===== config.mk =====
export PLATFORM = sky130hd
export DESIGN_NAME = flash_erase_seq
export DESIGN_NICKNAME = d
export VERILOG_FILES = /design/src/rtl/flash_erase_pkg.sv /design/src/rtl/flash_bus_cycle.sv /design/src/rtl/flash_erase_tmo.sv /design/src/rtl/flash_erase_seq.sv
export SDC_FILE = /design/constraint.sdc
export NUM_CORES = 1
export LEC_CHECK = 0
export ABC_CLOCK_PERIOD_IN_PS = 2200
export BUFFER_PORTS_ARGS = -buffer_cell sky130_fd_sc_hd__buf_2
export CAP_MARGIN = 20
export CORE_AREA = 2 2 121 123
export DETAILED_ROUTE_END_ITERATION = 10
export DIE_AREA = 0 0 123 125
export PLACE_DENSITY_LB_ADDON = 0.08
export SLEW_MARGIN = 0
export SYNTH_ARGS = -nofsm -noshare
export SYNTH_HDL_FRONTEND = slang
export SYNTH_HIERARCHICAL = 1
export SYNTH_SLANG_ARGS = --single-unit

===== constraint.sdc =====
create_clock -name clk -period 2.2 [get_ports clk]
set_clock_uncertainty 0.05 [all_clocks]
set_input_delay 0.44 -clock clk [delete_from_list [all_inputs] [get_ports clk]]
set_output_delay 0.44 -clock clk [all_outputs]
set_load 0.01 [all_outputs]

===== src/rtl/flash_erase_pkg.sv =====
package flash_erase_pkg;
  localparam logic [7:0] CMD_QSETUP  = 8'h28;
  localparam logic [7:0] CMD_SETUP   = 8'h20;
  localparam logic [7:0] CMD_CONFIRM = 8'hD0;
  localparam logic [7:0] CMD_ARRAY   = 8'hFF;
  localparam int         READY_BIT   = 7;

  typedef enum logic [2:0] {
    S_IDLE, S_SETUP, S_XSR, S_CONF, S_NEXT, S_POLL, S_RESET
  } seq_state_t;

  typedef enum logic [1:0] {
    P_IDLE, P_LEAD, P_STROBE, P_TRAIL
  } bus_phase_t;
endpackage


===== src/rtl/flash_bus_cycle.sv =====
module flash_bus_cycle
  import flash_erase_pkg::*;
#(
  parameter int ADDR_W = 22,
  parameter int WE_CYC = 3,
  parameter int RD_CYC = 2
) (
  input  logic              clk,
  input  logic              rst_n,
  input  logic              go,
  input  logic              rd,
  input  logic [ADDR_W-1:0] addr_i,
  input  logic [7:0]        data_i,
  output logic              busy,
  output logic              cyc_done,
  output logic [7:0]        rdata,
  output logic [ADDR_W-1:0] fl_addr,
  output logic [7:0]        fl_dq_out,
  output logic              fl_dq_oe,
  input  logic [7:0]        fl_dq_in,
  output logic              fl_ce_n,
  output logic              fl_we_n,
  output logic              fl_oe_n
);
  localparam int MAXC  = (WE_CYC > RD_CYC) ? WE_CYC : RD_CYC;
  localparam int CNT_W = $clog2(MAXC + 1);

  bus_phase_t       phase;
  logic             is_rd;
  logic [CNT_W-1:0] cnt;
  logic [CNT_W-1:0] len;

  assign len  = is_rd ? CNT_W'(RD_CYC) : CNT_W'(WE_CYC);
  assign busy = (phase != P_IDLE);

  always_ff @(posedge clk) begin
    if (!rst_n) begin
      phase     <= P_IDLE;
      is_rd     <= 1'b0;
      cnt       <= '0;
      cyc_done  <= 1'b0;
      rdata     <= '0;
      fl_addr   <= '0;
      fl_dq_out <= '0;
      fl_dq_oe  <= 1'b0;
      fl_ce_n   <= 1'b1;
      fl_we_n   <= 1'b1;
      fl_oe_n   <= 1'b1;
    end else begin
      cyc_done <= 1'b0;
      case (phase)
        P_IDLE: if (go) begin
          fl_addr   <= addr_i;
          fl_dq_out <= data_i;
          fl_dq_oe  <= !rd;
          is_rd     <= rd;
          phase     <= P_LEAD;
        end
        P_LEAD: begin
          fl_ce_n <= 1'b0;
          fl_we_n <= is_rd;
          fl_oe_n <= !is_rd;
          cnt     <= '0;
          phase   <= P_STROBE;
        end
        P_STROBE: begin
          cnt <= cnt + 1'b1;
          if (cnt == len - 1'b1) begin
            if (is_rd) rdata <= fl_dq_in;
            fl_ce_n <= 1'b1;
            fl_we_n <= 1'b1;
            fl_oe_n <= 1'b1;
            phase   <= P_TRAIL;
          end
        end
        default: begin
          fl_dq_oe <= 1'b0;
          cyc_done <= 1'b1;
          phase    <= P_IDLE;
        end
      endcase
    end
  end

  assert_strobe_excl_R9: assert property (@(posedge clk) disable iff (!rst_n)
    !(!fl_we_n && !fl_oe_n));
  assert_no_drive_on_read_R9: assert property (@(posedge clk) disable iff (!rst_n)
    !fl_oe_n |-> !fl_dq_oe);
  assert_ce_with_strobe_R8: assert property (@(posedge clk) disable iff (!rst_n)
    (!fl_we_n || !fl_oe_n) |-> !fl_ce_n);
  assert_setup_stable_R8: assert property (@(posedge clk) disable iff (!rst_n)
    $fell(fl_we_n) |-> ($stable(fl_addr) && $stable(fl_dq_out)));
  assert_hold_stable_R8: assert property (@(posedge clk) disable iff (!rst_n)
    $rose(fl_we_n) |-> ($stable(fl_addr) && $stable(fl_dq_out) && fl_dq_oe));
endmodule


===== src/rtl/flash_erase_tmo.sv =====
module flash_erase_tmo #(
  parameter int TIMEOUT = 4096
) (
  input  logic clk,
  input  logic rst_n,
  input  logic clr,
  input  logic run,
  output logic expired
);
  localparam int CW = $clog2(TIMEOUT + 1) + 1;
  logic [CW-1:0] cnt;

  assign expired = (cnt >= CW'(TIMEOUT));

  always_ff @(posedge clk) begin
    if (!rst_n)        cnt <= '0;
    else if (clr)      cnt <= '0;
    else if (run && !expired) cnt <= cnt + 1'b1;
  end

  assert_tmo_saturates_R7: assert property (@(posedge clk) disable iff (!rst_n)
    ($past(expired) && !$past(clr)) |-> expired);
endmodule


===== src/rtl/flash_erase_seq.sv =====
module flash_erase_seq
  import flash_erase_pkg::*;
#(
  parameter int ADDR_W  = 22,
  parameter int WE_CYC  = 3,
  parameter int RD_CYC  = 2,
  parameter int TIMEOUT = 4096
) (
  input  logic              clk,
  input  logic              rst_n,
  input  logic              queued_mode,
  input  logic              req_valid,
  output logic              req_ready,
  input  logic [ADDR_W-1:0] req_blk,
  input  logic              req_last,
  output logic              done,
  output logic              err,
  output logic [7:0]        fin_status,
  output logic [ADDR_W-1:0] fl_addr,
  output logic [7:0]        fl_dq_out,
  output logic              fl_dq_oe,
  input  logic [7:0]        fl_dq_in,
  output logic              fl_ce_n,
  output logic              fl_we_n,
  output logic              fl_oe_n
);
  seq_state_t        state;
  logic              launch, queued_q, last_q;
  logic [ADDR_W-1:0] blk_q;
  logic              bus_busy, bus_done, bus_rd, tmo_exp, take;
  logic [7:0]        bus_rdata, bus_wdata;

  assign req_ready = (state == S_IDLE) || (state == S_NEXT);
  assign take      = req_valid && req_ready;
  assign bus_rd    = (state == S_XSR) || (state == S_POLL);

  always_comb begin
    case (state)
      S_SETUP: bus_wdata = queued_q ? CMD_QSETUP : CMD_SETUP;
      S_CONF:  bus_wdata = CMD_CONFIRM;
      default: bus_wdata = CMD_ARRAY;
    endcase
  end

  always_ff @(posedge clk) begin
    if (!rst_n) begin
      state      <= S_IDLE;
      launch     <= 1'b0;
      queued_q   <= 1'b0;
      last_q     <= 1'b0;
      blk_q      <= '0;
      done       <= 1'b0;
      err        <= 1'b0;
      fin_status <= '0;
    end else begin
      launch <= 1'b0;
      done   <= 1'b0;
      case (state)
        S_IDLE, S_NEXT: if (take) begin
          blk_q  <= req_blk;
          last_q <= req_last;
          if (state == S_IDLE) begin
            queued_q <= queued_mode;
            err      <= 1'b0;
          end
          state  <= S_SETUP;
          launch <= 1'b1;
        end
        S_SETUP: if (bus_done) begin
          state  <= queued_q ? S_XSR : S_CONF;
          launch <= 1'b1;
        end
        S_XSR: if (bus_done) begin
          fin_status <= bus_rdata;
          launch     <= 1'b1;
          if (bus_rdata[READY_BIT]) state <= S_CONF;
          else if (tmo_exp) begin
            err   <= 1'b1;
            state <= S_RESET;
          end else state <= S_SETUP;
        end
        S_CONF: if (bus_done) begin
          if (queued_q && !last_q) state <= S_NEXT;
          else begin
            state  <= S_POLL;
            launch <= 1'b1;
          end
        end
        S_POLL: if (bus_done) begin
          fin_status <= bus_rdata;
          if (!bus_rdata[READY_BIT]) launch <= 1'b1;
          else if (!queued_q && !last_q) state <= S_NEXT;
          else begin
            state  <= S_RESET;
            launch <= 1'b1;
          end
        end
        default: if (bus_done) begin
          state <= S_IDLE;
          done  <= 1'b1;
        end
      endcase
    end
  end

  flash_erase_tmo #(.TIMEOUT(TIMEOUT)) u_tmo (
    .clk(clk), .rst_n(rst_n), .clr(take),
    .run((state == S_SETUP) || (state == S_XSR)), .expired(tmo_exp)
  );

  flash_bus_cycle #(.ADDR_W(ADDR_W), .WE_CYC(WE_CYC), .RD_CYC(RD_CYC)) u_bus (
    .clk(clk), .rst_n(rst_n), .go(launch), .rd(bus_rd), .addr_i(blk_q),
    .data_i(bus_wdata), .busy(bus_busy), .cyc_done(bus_done), .rdata(bus_rdata),
    .fl_addr(fl_addr), .fl_dq_out(fl_dq_out), .fl_dq_oe(fl_dq_oe),
    .fl_dq_in(fl_dq_in), .fl_ce_n(fl_ce_n), .fl_we_n(fl_we_n), .fl_oe_n(fl_oe_n)
  );

  assert_ready_bus_idle_R3: assert property (@(posedge clk) disable iff (!rst_n)
    req_ready |-> !bus_busy);
  assert_done_pulse_R6: assert property (@(posedge clk) disable iff (!rst_n)
    done |=> !done);
  assert_confirm_needs_space_R2: assert property (@(posedge clk) disable iff (!rst_n)
    (state == S_XSR && bus_done && !bus_rdata[READY_BIT]) |=> (state != S_CONF));
  assert_abort_flags_R7: assert property (@(posedge clk) disable iff (!rst_n)
    (state == S_XSR && bus_done && !bus_rdata[READY_BIT] && tmo_exp) |=> err);
endmodule


* After elaboration in Yosys (flattened, before gate mapping)
Cells that the tools add are included.
** Storage, ports and cells
- Flip-flop bits (word level) :: 100
- Input bits :: 35
- Output and inout port bits :: 45
- Logic and storage cells :: 120
** Operators by class
- Add/sub/neg operators :: 3
- Order comparisons :: 1
- Equal/unequal tests :: 19
- Multiplexer cells :: 41
- Bitwise operators :: 2
- Reduce and logical (&&, ||, !) cells :: 34
** Operator list (number)
- 3-bit two-way mux :: 9
- 1-bit two-way mux :: 18
- 8-bit one-hot mux with 2 select lines :: 1
- 3-bit one-hot mux with 5 select lines :: 1
- 14-bit by 1-bit adder with 14-bit output (second input constant) :: 1
- 14-bit by 13-bit >= comparator with 1-bit output (second input constant) :: 1
- 2-bit by 1-bit inequality test with 1-bit output (second input constant) :: 7
- 2-bit AND reduction :: 6
- 1-bit one-hot mux with 2 select lines :: 5
- 2-bit OR reduction :: 5
- 2-bit inequality test (second input constant) :: 4
- 7-bit AND reduction :: 1
- 7-bit OR reduction :: 1
- 3-bit by 2-bit equality test with 1-bit output (second input constant) :: 2
- 3-bit equality test (second input constant) :: 2
- 2-bit two-way mux :: 3
- 2-bit one-hot mux with 3 select lines :: 1
- 3-bit AND reduction :: 2
- 6-bit AND reduction :: 1
- 2-bit nonzero test :: 3
- 1-bit logical NOT :: 5
- 1-bit logical AND :: 4
- 4-bit two-way mux :: 1
- 1-bit one-hot mux with 4 select lines :: 1
- 12 further kinds :: 15

* Longest topological paths before layout
Gate-level depths: netlist (run 1).
- Depth after elaboration :: 6
- Depth in mapped cells :: 8
- Gate-level depth less buffers :: 6

* Cells and area by module
Netlist (run 1), hierarchy kept.
** By module, submodules not included
- flash_bus_cycle :: times used 1, cells an instance 225, area each 1916.8 µm², seq. area each 960.9 µm²
- flash_erase_seq :: times used 1, cells an instance 198, area each 1599.0 µm², seq. area each 760.7 µm²
- flash_erase_tmo :: times used 1, cells an instance 73, area each 634.4 µm², seq. area each 280.3 µm²

* Worst setup path after synthesis (run 1)
OpenSTA, ideal clock, no wires.
- Path kind :: reg2reg
- Start point :: register state[1]
- End point :: register u_tmo.cnt[9]
- Data arrival time :: 1871 ps
- Path slack :: 151 ps
- Stages on the path, launching flop included :: 9
- Cells stage by stage :: dfxtp_1 -> clkbuf_1 -> nand2b_1 -> a21oi_1 -> or3b_1 -> buf_6 -> nor4_4 -> xnor2_1 -> nor2_1
** Between the ends
- Cells in the longest elaborated chain, start to end :: 4
- Elaborated cells between the ends (all ways) :: 9
- Classes of those cells :: eq/ne (3); reduce/logical (6)
** Ends and longest elaborated chain
- from (decl) :: RTL line flash_erase_seq.sv:27 : seq_state_t state;
- from (signal assigned) :: RTL line flash_erase_seq.sv:70 : state <= queued_q ? S_XSR : S_CONF;
- 3-bit equality test or 3-bit logical NOT (tied branches) :: RTL line flash_erase_seq.sv:33 : assign req_ready = (state == S_IDLE) || (state == S_NEXT);
- 1-bit logical OR :: RTL line flash_erase_seq.sv:33
- 1-bit logical AND :: RTL line flash_erase_seq.sv:34 : assign take = req_valid && req_ready;
- 2-bit OR reduction (no source line)
- to (signal assigned) :: RTL line flash_erase_tmo.sv:18 : else if (run && !expired) cnt <= cnt + 1'b1;
- to (decl) :: RTL line flash_erase_tmo.sv:11 : logic [CW-1:0] cnt;
Parallel ways exist; a longest one is shown, timed or not.
A chain may end at the register's enable or synchronous reset.

* Worst setup path in the final report (run 1)
- Start point :: register state[1]
- End point :: register u_tmo.cnt[3]
Same word-level chain as after synthesis.

==> reports/results.tsv, run 1 <==
metric	value	unit
CP Max Fanout	6	
die width	123	um
Fin. Hold Viols	0	
hold buffers post-CTS	0	
Pwr per Cell Area	849	mW/mm^2
status	finished, final reports clean	
Core Box Area	0.0142	mm^2
DRT antenna net count	0	
CP arrival	2040	ps
area grow syn2layout	21.5	%
die height	125	um
Final TNS setup	0	ps
H-Tree Level Count	3	
most frequent cells in the layout	nand2_1 (148), dfxtp_1 (100), buf_2 (79)	
Clk Latency, worst-skew pair	340	ps
post-CTS sizing	0	
Synth Instances	496	
unrepaired setup endpoints after global routing	false	
CTS Root Cell	clkbuf_16	
post-synthesis sequential area ratio	48.2	%
drt initial violations	170	
RePlAce Congestion	0.788	
static leakage	2.01	nW
Post-Syn Area	0.00415	mm^2
Hold Path Stages	3	
Syn Nets	536	
register area	0.00200	mm^2
Avg Cell Area, Syn	8.37	um^2
GRT Util Overall	13.7	%
crit start category	flip-flop	
pin count of the biggest net entering global routing	40	
WL per Instance	13.3	um
NumNets Final	608	
post-synth cell types	49	
most frequent CP cell	nor2_1	
post-CTS setup buffers	0	
Starting Density	29.2	%
Worst-path clk slew	70	ps
area of the multi-input gates	0.00193	mm^2
fin. max-slew vios	0	
Hold Path Class	primary input to flip-flop	
most common cell after layout, fill and taps aside	nand2_1	
hold_ws	277	ps
share of the synthesized area in the top cell type	48.2	%
Post-synth EDFFs	0	
Slowest-stage cell, CP	or3b_1	
worst slew pin tran	578	ps
IO Count	80	
Crit. End Element	flip-flop	
VDD IR max	0.000417	V
YS warnings	6	
grt ovf	0	
drt via density	4.53	
share of cells above drive strength 1	20.1	%
DRC	0	
Num CTS Buffers	9	
ys flop type	dfxtp_1	
length in cells of the worst reg-to-reg path	6	
drt pass-1 iters	4	
Crit Path Category	flip-flop to flip-flop	
clk buf depth	2	
max cap viols	0	
initial antenna violation count	0	
Slew HR	61.5	%
period utilization	85.6	%
via count	3427	
CTS Sinks	100	
Filler cells	1542	
area leader, netlist	dfxtp_1	
DRT Wirelength	10.0	mm
Fmax achieved	531	MHz
vias in the first global route	3352	
hpwl dp	7.11	mm
cell breakdown of the critical path	nand2b_1 > a21oi_1 > or3b_1 > nor2_1 > xnor2_1 > nor2_1	
max incr delay on CP	510	ps
Row Count	44	
Crit path required time	2360	ps
ANT cells	0	
CTS tree	built	
Async SR Flop Fraction	0	%
register bit total from synthesis	100	
IO buf count	79	
die area	0.0154	mm^2
Synth area leaders	dfxtp_1 (48%), nand2_1 (13%), a21boi_1 (10%), o21ai_0 (2.8%), nand3_1 (2.3%)	
min Tclk post-route	1880	ps
first-pass GRT wire length	16.6	mm
Final setup viols	0	
worst max-delay path: cells and delay by family, from the launching register on:
| family | cells | cell delay (ps) |
|---|---|---|
| xor+xnor | 1 | 160 |
| flops | 1 | 330 |
| simple gates | 4 | 1010 |
| compound gates | 1 | 210 |
layer usage:
metal / part of all wire [%] / GRT usage (%) / routed length, um / vias up
li1: - / - / - / 1781
met1: 51 / 19.4 / 5120 / 1565
met2: 42 / 19.9 / 4250 / 67
met3: 4.6 / 3.51 / 465 / 14
met4: 2.1 / 5.21 / 209 / 0
met5: 0 / 0 / 0 / -
layout make-up:
type / instances / share of cell area [%]
flip-flops and latches: 100 / 39.7
multi-input cells: 350 / 38.2
repair buffers: 93 / 9.93
clock buffers: 11 / 4.82
well taps: 184 / 4.57
clock inverters: 5 / 1.64
inverters: 14 / 1.14
registers in the layout, indices dropped and copies added, names as in the netlist:
register	count
blk_q	22
u_bus/fl_addr	22
u_tmo/cnt	14
fin_status	8
u_bus/fl_dq_out	8
u_bus/rdata	8
state	3
u_bus/cnt	2
u_bus/phase	2
done	1
err	1
last_q	1
launch	1
queued_q	1
u_bus/cyc_done	1
u_bus/fl_ce_n	1
u_bus/fl_dq_oe	1
u_bus/fl_oe_n	1
u_bus/fl_we_n	1
u_bus/is_rd	1
path summary, 6_finish.rpt:
kind,start,endpoint,slack [ps]
worst max-delay path,state[1],u_tmo/cnt[3],320
worst min-delay path,fl_dq_in[6],u_bus/rdata[6],280
worst min register to register,u_bus/fl_addr[4],u_bus/fl_addr[4],400
worst max register to register,state[1],u_tmo/cnt[3],320
where the power goes:
group	internal, W	switching [W]
sequential	0.00191	0.0000590
clock	0.00103	0.000696
combinational	0.000238	0.000343
cells by family after synthesis:
| logic type | share of synthesized area (%) |
|---|---|
| AOI/OAI and AO/OA | 18.0 |
| xor gates and xnor gates | 2.11 |
| adders and majority gates | 1.51 |
| buffers and inverters | 5.37 |
| DFF | 48.2 |
| muxes | 0.482 |
| and+or+nand+nor | 24.3 |
synthesized netlist by cell type (all sizes together), types with 2 or more instances:
master / n
nor3b: 3
nand3: 19
and3b: 2
xnor2: 7
nand2b: 6
or3b: 2
nor4: 3
nor2b: 3
nor3: 5
a21boi: 68
o211ai: 2
and3: 2
ha: 5
nand2: 148
o21ai: 25
mux2i: 2
inv: 13
buf: 16
a21oi: 5
nor2: 22
clkbuf: 16
nand4b: 2
dfxtp: 100
xor2: 3
and2: 3
metrics by stage:
step	worst slack [ps]	std cells	area, um^2	utilization, %	total power [W]
global placement	339	741	4720	33.2	0.00260
global route	219	757	5040	35.5	0.00452
finish	317	757	5040	35.5	0.00428
detailed placement	328	741	4720	33.2	0.00260
CTS	314	757	5040	35.5	0.00436
floorplan	151	496	4150	-	0.00241
No activity file was read; power rests on OpenSTA's default activity.
==> run 2: changes to the inputs <==
--- a/config.mk
+++ b/config.mk
@@ -12,6 +12,7 @@
 export DETAILED_ROUTE_END_ITERATION = 10
 export DIE_AREA = 0 0 123 125
 export PLACE_DENSITY_LB_ADDON = 0.08
+export RECOVER_POWER = 50
 export SLEW_MARGIN = 0
 export SYNTH_ARGS = -nofsm -noshare
 export SYNTH_HDL_FRONTEND = slang
==> run 2 against run 1 <==
  * Die area stayed put
  * Register-to-register slack hardly changed
  * Clock-buffer cell count stayed put
  * Utilization is 0.48 points lower
  * Wire length hardly changed
  * Worst setup slack worse by 3.7 ps
  * Sequential power hardly changed
  * Largest power group unchanged
  * Global-route usage stayed put
  * Critical endpoint unchanged
  * Highest routed layer unchanged
==> reports/results.tsv, run 2 (same netlist as run 1, synthesis figures left out) <==
metric	value	unit	change
status	finished, final reports clean		unchanged
length in cells of the worst reg-to-reg path	6		unchanged
Placed Instances	741		unchanged
Pwr per Cell Area	856	mW/mm^2	was 849 mW/mm^2
drt initial violations	167		was 170
GRT Util Overall	13.7	%	unchanged
drt via density	4.49		was 4.53
WL per Instance	13.3	um	about the same
IO buf count	79		unchanged
cell family with most CP delay	simple AND/OR/NAND/NOR gates		unchanged
most frequent cells in the layout	nand2_1 (148), dfxtp_1 (100), clkbuf_1 (46)		was nand2_1 (148), dfxtp_1 (100), buf_2 (79)
hpwl dp	7.11	mm	unchanged
Filler cells	1575		was 1542
NumNets Final	608		unchanged
Core Box Area	0.0142	mm^2	unchanged
post-CTS sizing	0		unchanged
first-pass GRT wire length	16.6	mm	unchanged
Slew HR	54.8	%	was 61.5%
grt ovf	0		unchanged
area grow syn2layout	19.8	%	was 21.5%
Stages on worst setup path	6		unchanged
Crit path required time	2360	ps	about the same
CP arrival	2050	ps	was 2040 ps
CTS Sinks	100		unchanged
clk buf depth	2		unchanged
die area	0.0154	mm^2	unchanged
unrepaired setup endpoints after global routing	false		unchanged
post-CTS setup buffers	0		unchanged
pin count of the biggest net entering global routing	40		unchanged
period utilization	85.8	%	was 85.6%
worst slew pin tran	679	ps	was 578 ps
most frequent CP cell	nor2_1		unchanged
DRT antenna net count	0		unchanged
Hold Path Stages	3		unchanged
die width	123	um	unchanged
Row Count	44		unchanged
fin. max-slew vios	0		unchanged
Worst-path clk slew	70	ps	about the same
ANT cells	0		unchanged
Fin. Hold Viols	0		unchanged
VDD IR max	0.000417	V	about the same
DRC	0		unchanged
Final TNS setup	0	ps	unchanged
IO Count	80		unchanged
initial antenna violation count	0		unchanged
H-Tree Level Count	3		unchanged
drt pass-1 iters	4		unchanged
CTS tree	built		unchanged
CTS Root Cell	clkbuf_16		unchanged
RePlAce Congestion	0.788		unchanged
Hold Path Class	primary input to flip-flop		unchanged
most common cell after layout, fill and taps aside	nand2_1		unchanged
max cap viols	0		unchanged
vias in the first global route	3352		unchanged
Final setup viols	0		unchanged
via count	3402		was 3427
Clk Latency, worst-skew pair	340	ps	about the same
hold buffers post-CTS	0		unchanged
cell breakdown of the critical path	nand2b_1 > a21oi_1 > or3b_1 > nor2_1 > xnor2_1 > nor2_1		unchanged
largest registers	blk_q x22, u_bus/fl_addr x22, u_tmo/cnt x14		unchanged
Num CTS Buffers	9		unchanged
CP Max Fanout	6		unchanged
Buffers & Inverters on Critical Path	0		unchanged
Slowest-stage cell, CP	or3b_1		unchanged
share of cells above drive strength 1	12.2	%	was 20.1%
Crit. End Element	flip-flop		unchanged
static leakage	1.81	nW	was 2.01 nW
Starting Density	29.2	%	unchanged
final instance count without filler cells	757		unchanged
DRT Wirelength	10.0	mm	about the same
min Tclk post-route	1890	ps	was 1880 ps
Crit Path Category	flip-flop to flip-flop		unchanged
crit start category	flip-flop		unchanged
max incr delay on CP	510	ps	about the same
Fmax achieved	530	MHz	was 531 MHz
die height	125	um	unchanged
[run 2: cell count changes in the layout (fill, tap and decap cells not counted), moves of 3 or more]
| cell | before | now |
|---|---|---|
| buf_4 | 14 | 11 |
| a21boi_1 | 58 | 41 |
| clkbuf_2 | 0 | 3 |
| a21boi_0 | 10 | 27 |
| buf_2 | 79 | 34 |
| clkbuf_1 | 1 | 46 |
[run 2: layer usage]
metal | vias up | part of all wire [%] | wire, um | track usage [%]
li1 | 1784 | - | - | -
met1 | 1552 | 51 | 5160 | 19.4
met2 | 53 | 42 | 4260 | 19.9
met3 | 13 | 4.3 | 427 | 3.51
met4 | 0 | 1.9 | 194 | 5.21
met5 | - | 0 | 0 | 0
[run 2: worst min-delay path, stage by stage]
cell and delay, ps:
buf_2 90, nand2_1 50, a21boi_1 50
[run 2: final timing paths]
| check | startpoint | end | slack, ps |
|---|---|---|---|
| worst max-delay path | state[1] | u_tmo/cnt[3] | 310 |
| worst min-delay path | fl_dq_in[6] | u_bus/rdata[6] | 280 |
| worst max register to register | state[1] | u_tmo/cnt[3] | 310 |
| worst min register to register | blk_q[7] | u_bus/fl_addr[7] | 400 |
[run 2: area by class of cell]
cell class                 instances  area [um^2]  area share, %
sequential                       100         2000           40.3
clock buffer                      11          243           4.88
clock inverter                     5         82.6           1.66
tap                              184          230           4.63
timing repair buffer              93          437           8.78
inverter                          14         53.8           1.08
multi-input combinational        350         1930           38.7
[run 2: per-stage QoR]
step           cell area [um^2]  total power (W)  hold WS, ps  utilization (%)  worst slack, ps
6_report                   4970          0.00426          277             35.0              313
3_5_place_dp               4720          0.00260          394             33.2              328
3_3_place_gp               4720          0.00260          386             33.2              339
4_1_cts                    5040          0.00436          259             35.5              314
5_1_grt                    4970          0.00451          276             35.0              219
2_1_floorplan              4150          0.00241          379                -              151
[run 2: power breakdown]
part           switching, W  total [W]  internal, W
registers         0.0000607    0.00197      0.00191
clock network      0.000695    0.00173      0.00103
logic              0.000340   0.000561     0.000221
==> run 3: changes to the inputs <==
--- a/config.mk
+++ b/config.mk
@@ -5,13 +5,12 @@
 export SDC_FILE = /design/constraint.sdc
 export NUM_CORES = 1
 export LEC_CHECK = 0
-export ABC_CLOCK_PERIOD_IN_PS = 2200
 export BUFFER_PORTS_ARGS = -buffer_cell sky130_fd_sc_hd__buf_2
 export CAP_MARGIN = 20
 export CORE_AREA = 2 2 121 123
 export DETAILED_ROUTE_END_ITERATION = 10
 export DIE_AREA = 0 0 123 125
-export PLACE_DENSITY_LB_ADDON = 0.08
+export PLACE_DENSITY_LB_ADDON = 0.2
 export RECOVER_POWER = 50
 export SLEW_MARGIN = 0
 export SYNTH_ARGS = -nofsm -noshare
==> run 3 against run 2 <==
  * Via count up 2.5%
  * Global-route usage down 0.60 points
  * First-iteration DRC count up 50%
  * Hold slack worse by 2.8 ps
  * Register-to-register slack about the same
  * Sequential power about the same
  * Clock-buffer cell count up 2
  * Maximum frequency down 0.77%
  * Non-clock buffer count down 2
==> reports/results.tsv, run 3 (same netlist as run 1, synthesis figures left out) <==
metric	value	unit	change
Crit. End Element	flip-flop		unchanged
fin worst setup slack	299	ps	was 313 ps
Fin. Hold Viols	0		unchanged
Logic pwr share	12.9	%	was 13.2%
drt pass-1 iters	4		unchanged
CP arrival	2080	ps	was 2050 ps
Pwr per Cell Area	863	mW/mm^2	was 856 mW/mm^2
fin util	35.1	%	was 35.0%
DRT Wirelength	9.65	mm	was 10.0 mm
die width	123	um	unchanged
Core Box Area	0.0142	mm^2	unchanged
DRC	0		unchanged
via count	3487		was 3402
CTS Sinks	100		unchanged
Num CTS Buffers	9		unchanged
grt ovf	0		unchanged
Crit path required time	2370	ps	was 2360 ps
RePlAce Congestion	0.794		was 0.788
initial antenna violation count	0		unchanged
static leakage	1.81	nW	about the same
Final TNS setup	0	ps	unchanged
crit start category	flip-flop		unchanged
WL per Instance	12.8	um	was 13.3 um
max incr delay on CP	440	ps	was 510 ps
Crit Path Category	flip-flop to flip-flop		unchanged
Worst-path clk slew	70	ps	about the same
hpwl dp	6.70	mm	was 7.11 mm
part of the power in the clock network	41.2	%	was 40.6%
CTS Root Cell	clkbuf_16		unchanged
post-CTS sizing	0		unchanged
Worst setup endpoint	err		was u_tmo/cnt[3]
DRT antenna net count	0		unchanged
IO buf count	79		unchanged
max cap viols	0		unchanged
Row Count	44		unchanged
CTS tree	built		unchanged
Final setup viols	0		unchanged
first-pass GRT wire length	15.9	mm	was 16.6 mm
length in cells of the worst reg-to-reg path	5		was 6
NumNets Final	606		was 608
Post-Place Worst Slack	299	ps	was 328 ps
status	finished, final reports clean		unchanged
largest registers	blk_q x22, u_bus/fl_addr x22, u_tmo/cnt x14		unchanged
reg2reg setup slack	300	ps	was 310 ps
cell family with most CP delay	buffers and inverters		was simple AND/OR/NAND/NOR gates
Slowest-stage cell, CP	or3b_1		unchanged
switching share of power	25.1	%	was 25.7%
CP Max Fanout	27		was 6
worst slew pin tran	1100	ps	was 679 ps
share of cells above drive strength 1	11.7	%	was 12.2%
clk buf depth	2		unchanged
Fmax achieved	526	MHz	was 530 MHz
hold buffers post-CTS	0		unchanged
Sequential Power Share	45.8	%	was 46.2%
total power	0.00430	W	was 0.00426 W
post-CTS setup buffers	0		unchanged
drt via density	4.62		was 4.49
FF-to-FF Start	state[0]		was state[1]
H-Tree Level Count	3		unchanged
drt initial violations	250		was 167
Hold Path Class	primary input to flip-flop		unchanged
min Tclk post-route	1900	ps	was 1890 ps
period utilization	86.4	%	was 85.8%
P_sw	0.00108	W	was 0.00110 W
vias in the first global route	3269		was 3352
most common cell after layout, fill and taps aside	nand2_1		unchanged
GRT Util Overall	13.1	%	was 13.7%
IO Count	80		unchanged
die area	0.0154	mm^2	unchanged
VDD IR max	0.000329	V	was 0.000417 V
Slew HR	27.0	%	was 54.8%
Stages on worst setup path	5		was 6
Worst R2R End	err		was u_tmo/cnt[3]
Buffers & Inverters on Critical Path	2		was 0
Clk Latency, worst-skew pair	340	ps	about the same
ANT cells	0		unchanged
most frequent cells in the layout	nand2_1 (148), dfxtp_1 (100), clkbuf_1 (47)		was nand2_1 (148), dfxtp_1 (100), clkbuf_1 (46)
Int Power	0.00322	W	was 0.00316 W
crit path from	state[0]		was state[1]
hold_ws	274	ps	was 277 ps
pin count of the biggest net entering global routing	68		was 40
die height	125	um	unchanged
cell breakdown of the critical path	buf_4 > or3b_1 > clkbuf_2 > o21ai_0 > a21boi_0		was nand2b_1 > a21oi_1 > or3b_1 > nor2_1 > xnor2_1 > nor2_1
unrepaired setup endpoints after global routing	false		unchanged
Starting Density	29.2	%	unchanged
fin. max-slew vios	0		unchanged
area grow syn2layout	20.1	%	was 19.8%
-- run 3: metrics by stage --
| stage | std cells | area (um^2) |
|---|---|---|
| after floorplan | 496 | 4150 |
| after global placement | 739 | 4710 |
| after detailed placement | 739 | 4710 |
| after CTS | 755 | 5050 |
| after global routing | 755 | 4990 |
| final | 755 | 4990 |
-- run 3: cell type report --
| class | instances | area [um^2] |
|---|---|---|
| fill | 1568 | 9220 |
| inverter | 14 | 57.6 |
| sequential | 100 | 2000 |
| multi-input combinational | 350 | 1930 |
| clock inverter | 3 | 67.6 |
| clock buffer | 13 | 270 |
| tap | 184 | 230 |
| timing repair buffer | 91 | 433 |
-- run 3: power groups by stage --
stage | registers, W | clock network, W | logic [W]
final | 0.00197 | 0.00177 | 0.000557
after global routing | 0.00199 | 0.00189 | 0.000638
after CTS | 0.00197 | 0.00183 | 0.000587
after detailed placement | 0.00201 | 0 | 0.000588
after global placement | 0.00201 | 0 | 0.000579
after floorplan | 0.00202 | 0 | 0.000388
-- run 3: worst register-to-register path, delay by kind of cell (launching register included) --
kind,cells,cell delay [ps]
buf+inv,2,590
simple gates,1,440
compound gates,2,390
flops,1,320
-- run 3: layer usage --
layer | global-route usage [%] | up-vias | share of wire, %
li1 | - | 1780 | -
met1 | 17.3 | 1637 | 48
met2 | 20.6 | 57 | 46
met3 | 2.92 | 13 | 4.0
met4 | 5.21 | 0 | 1.6
met5 | 0 | - | 0
-- run 3: how the worst min path moves through the flow --
stage,startpoint,to,slack [ps],cells past startpoint
6_report,fl_dq_in[3],u_bus/rdata[3],270,3
5_1_grt,fl_dq_in[4],u_bus/rdata[4],280,3
4_1_cts,fl_dq_in[3],u_bus/rdata[3],260,3
3_5_place_dp,u_bus/fl_addr[18],u_bus/fl_addr[18],390,2
3_3_place_gp,blk_q[14],u_bus/fl_addr[14],390,2
2_1_floorplan,u_bus/rdata[2],fin_status[2],380,2
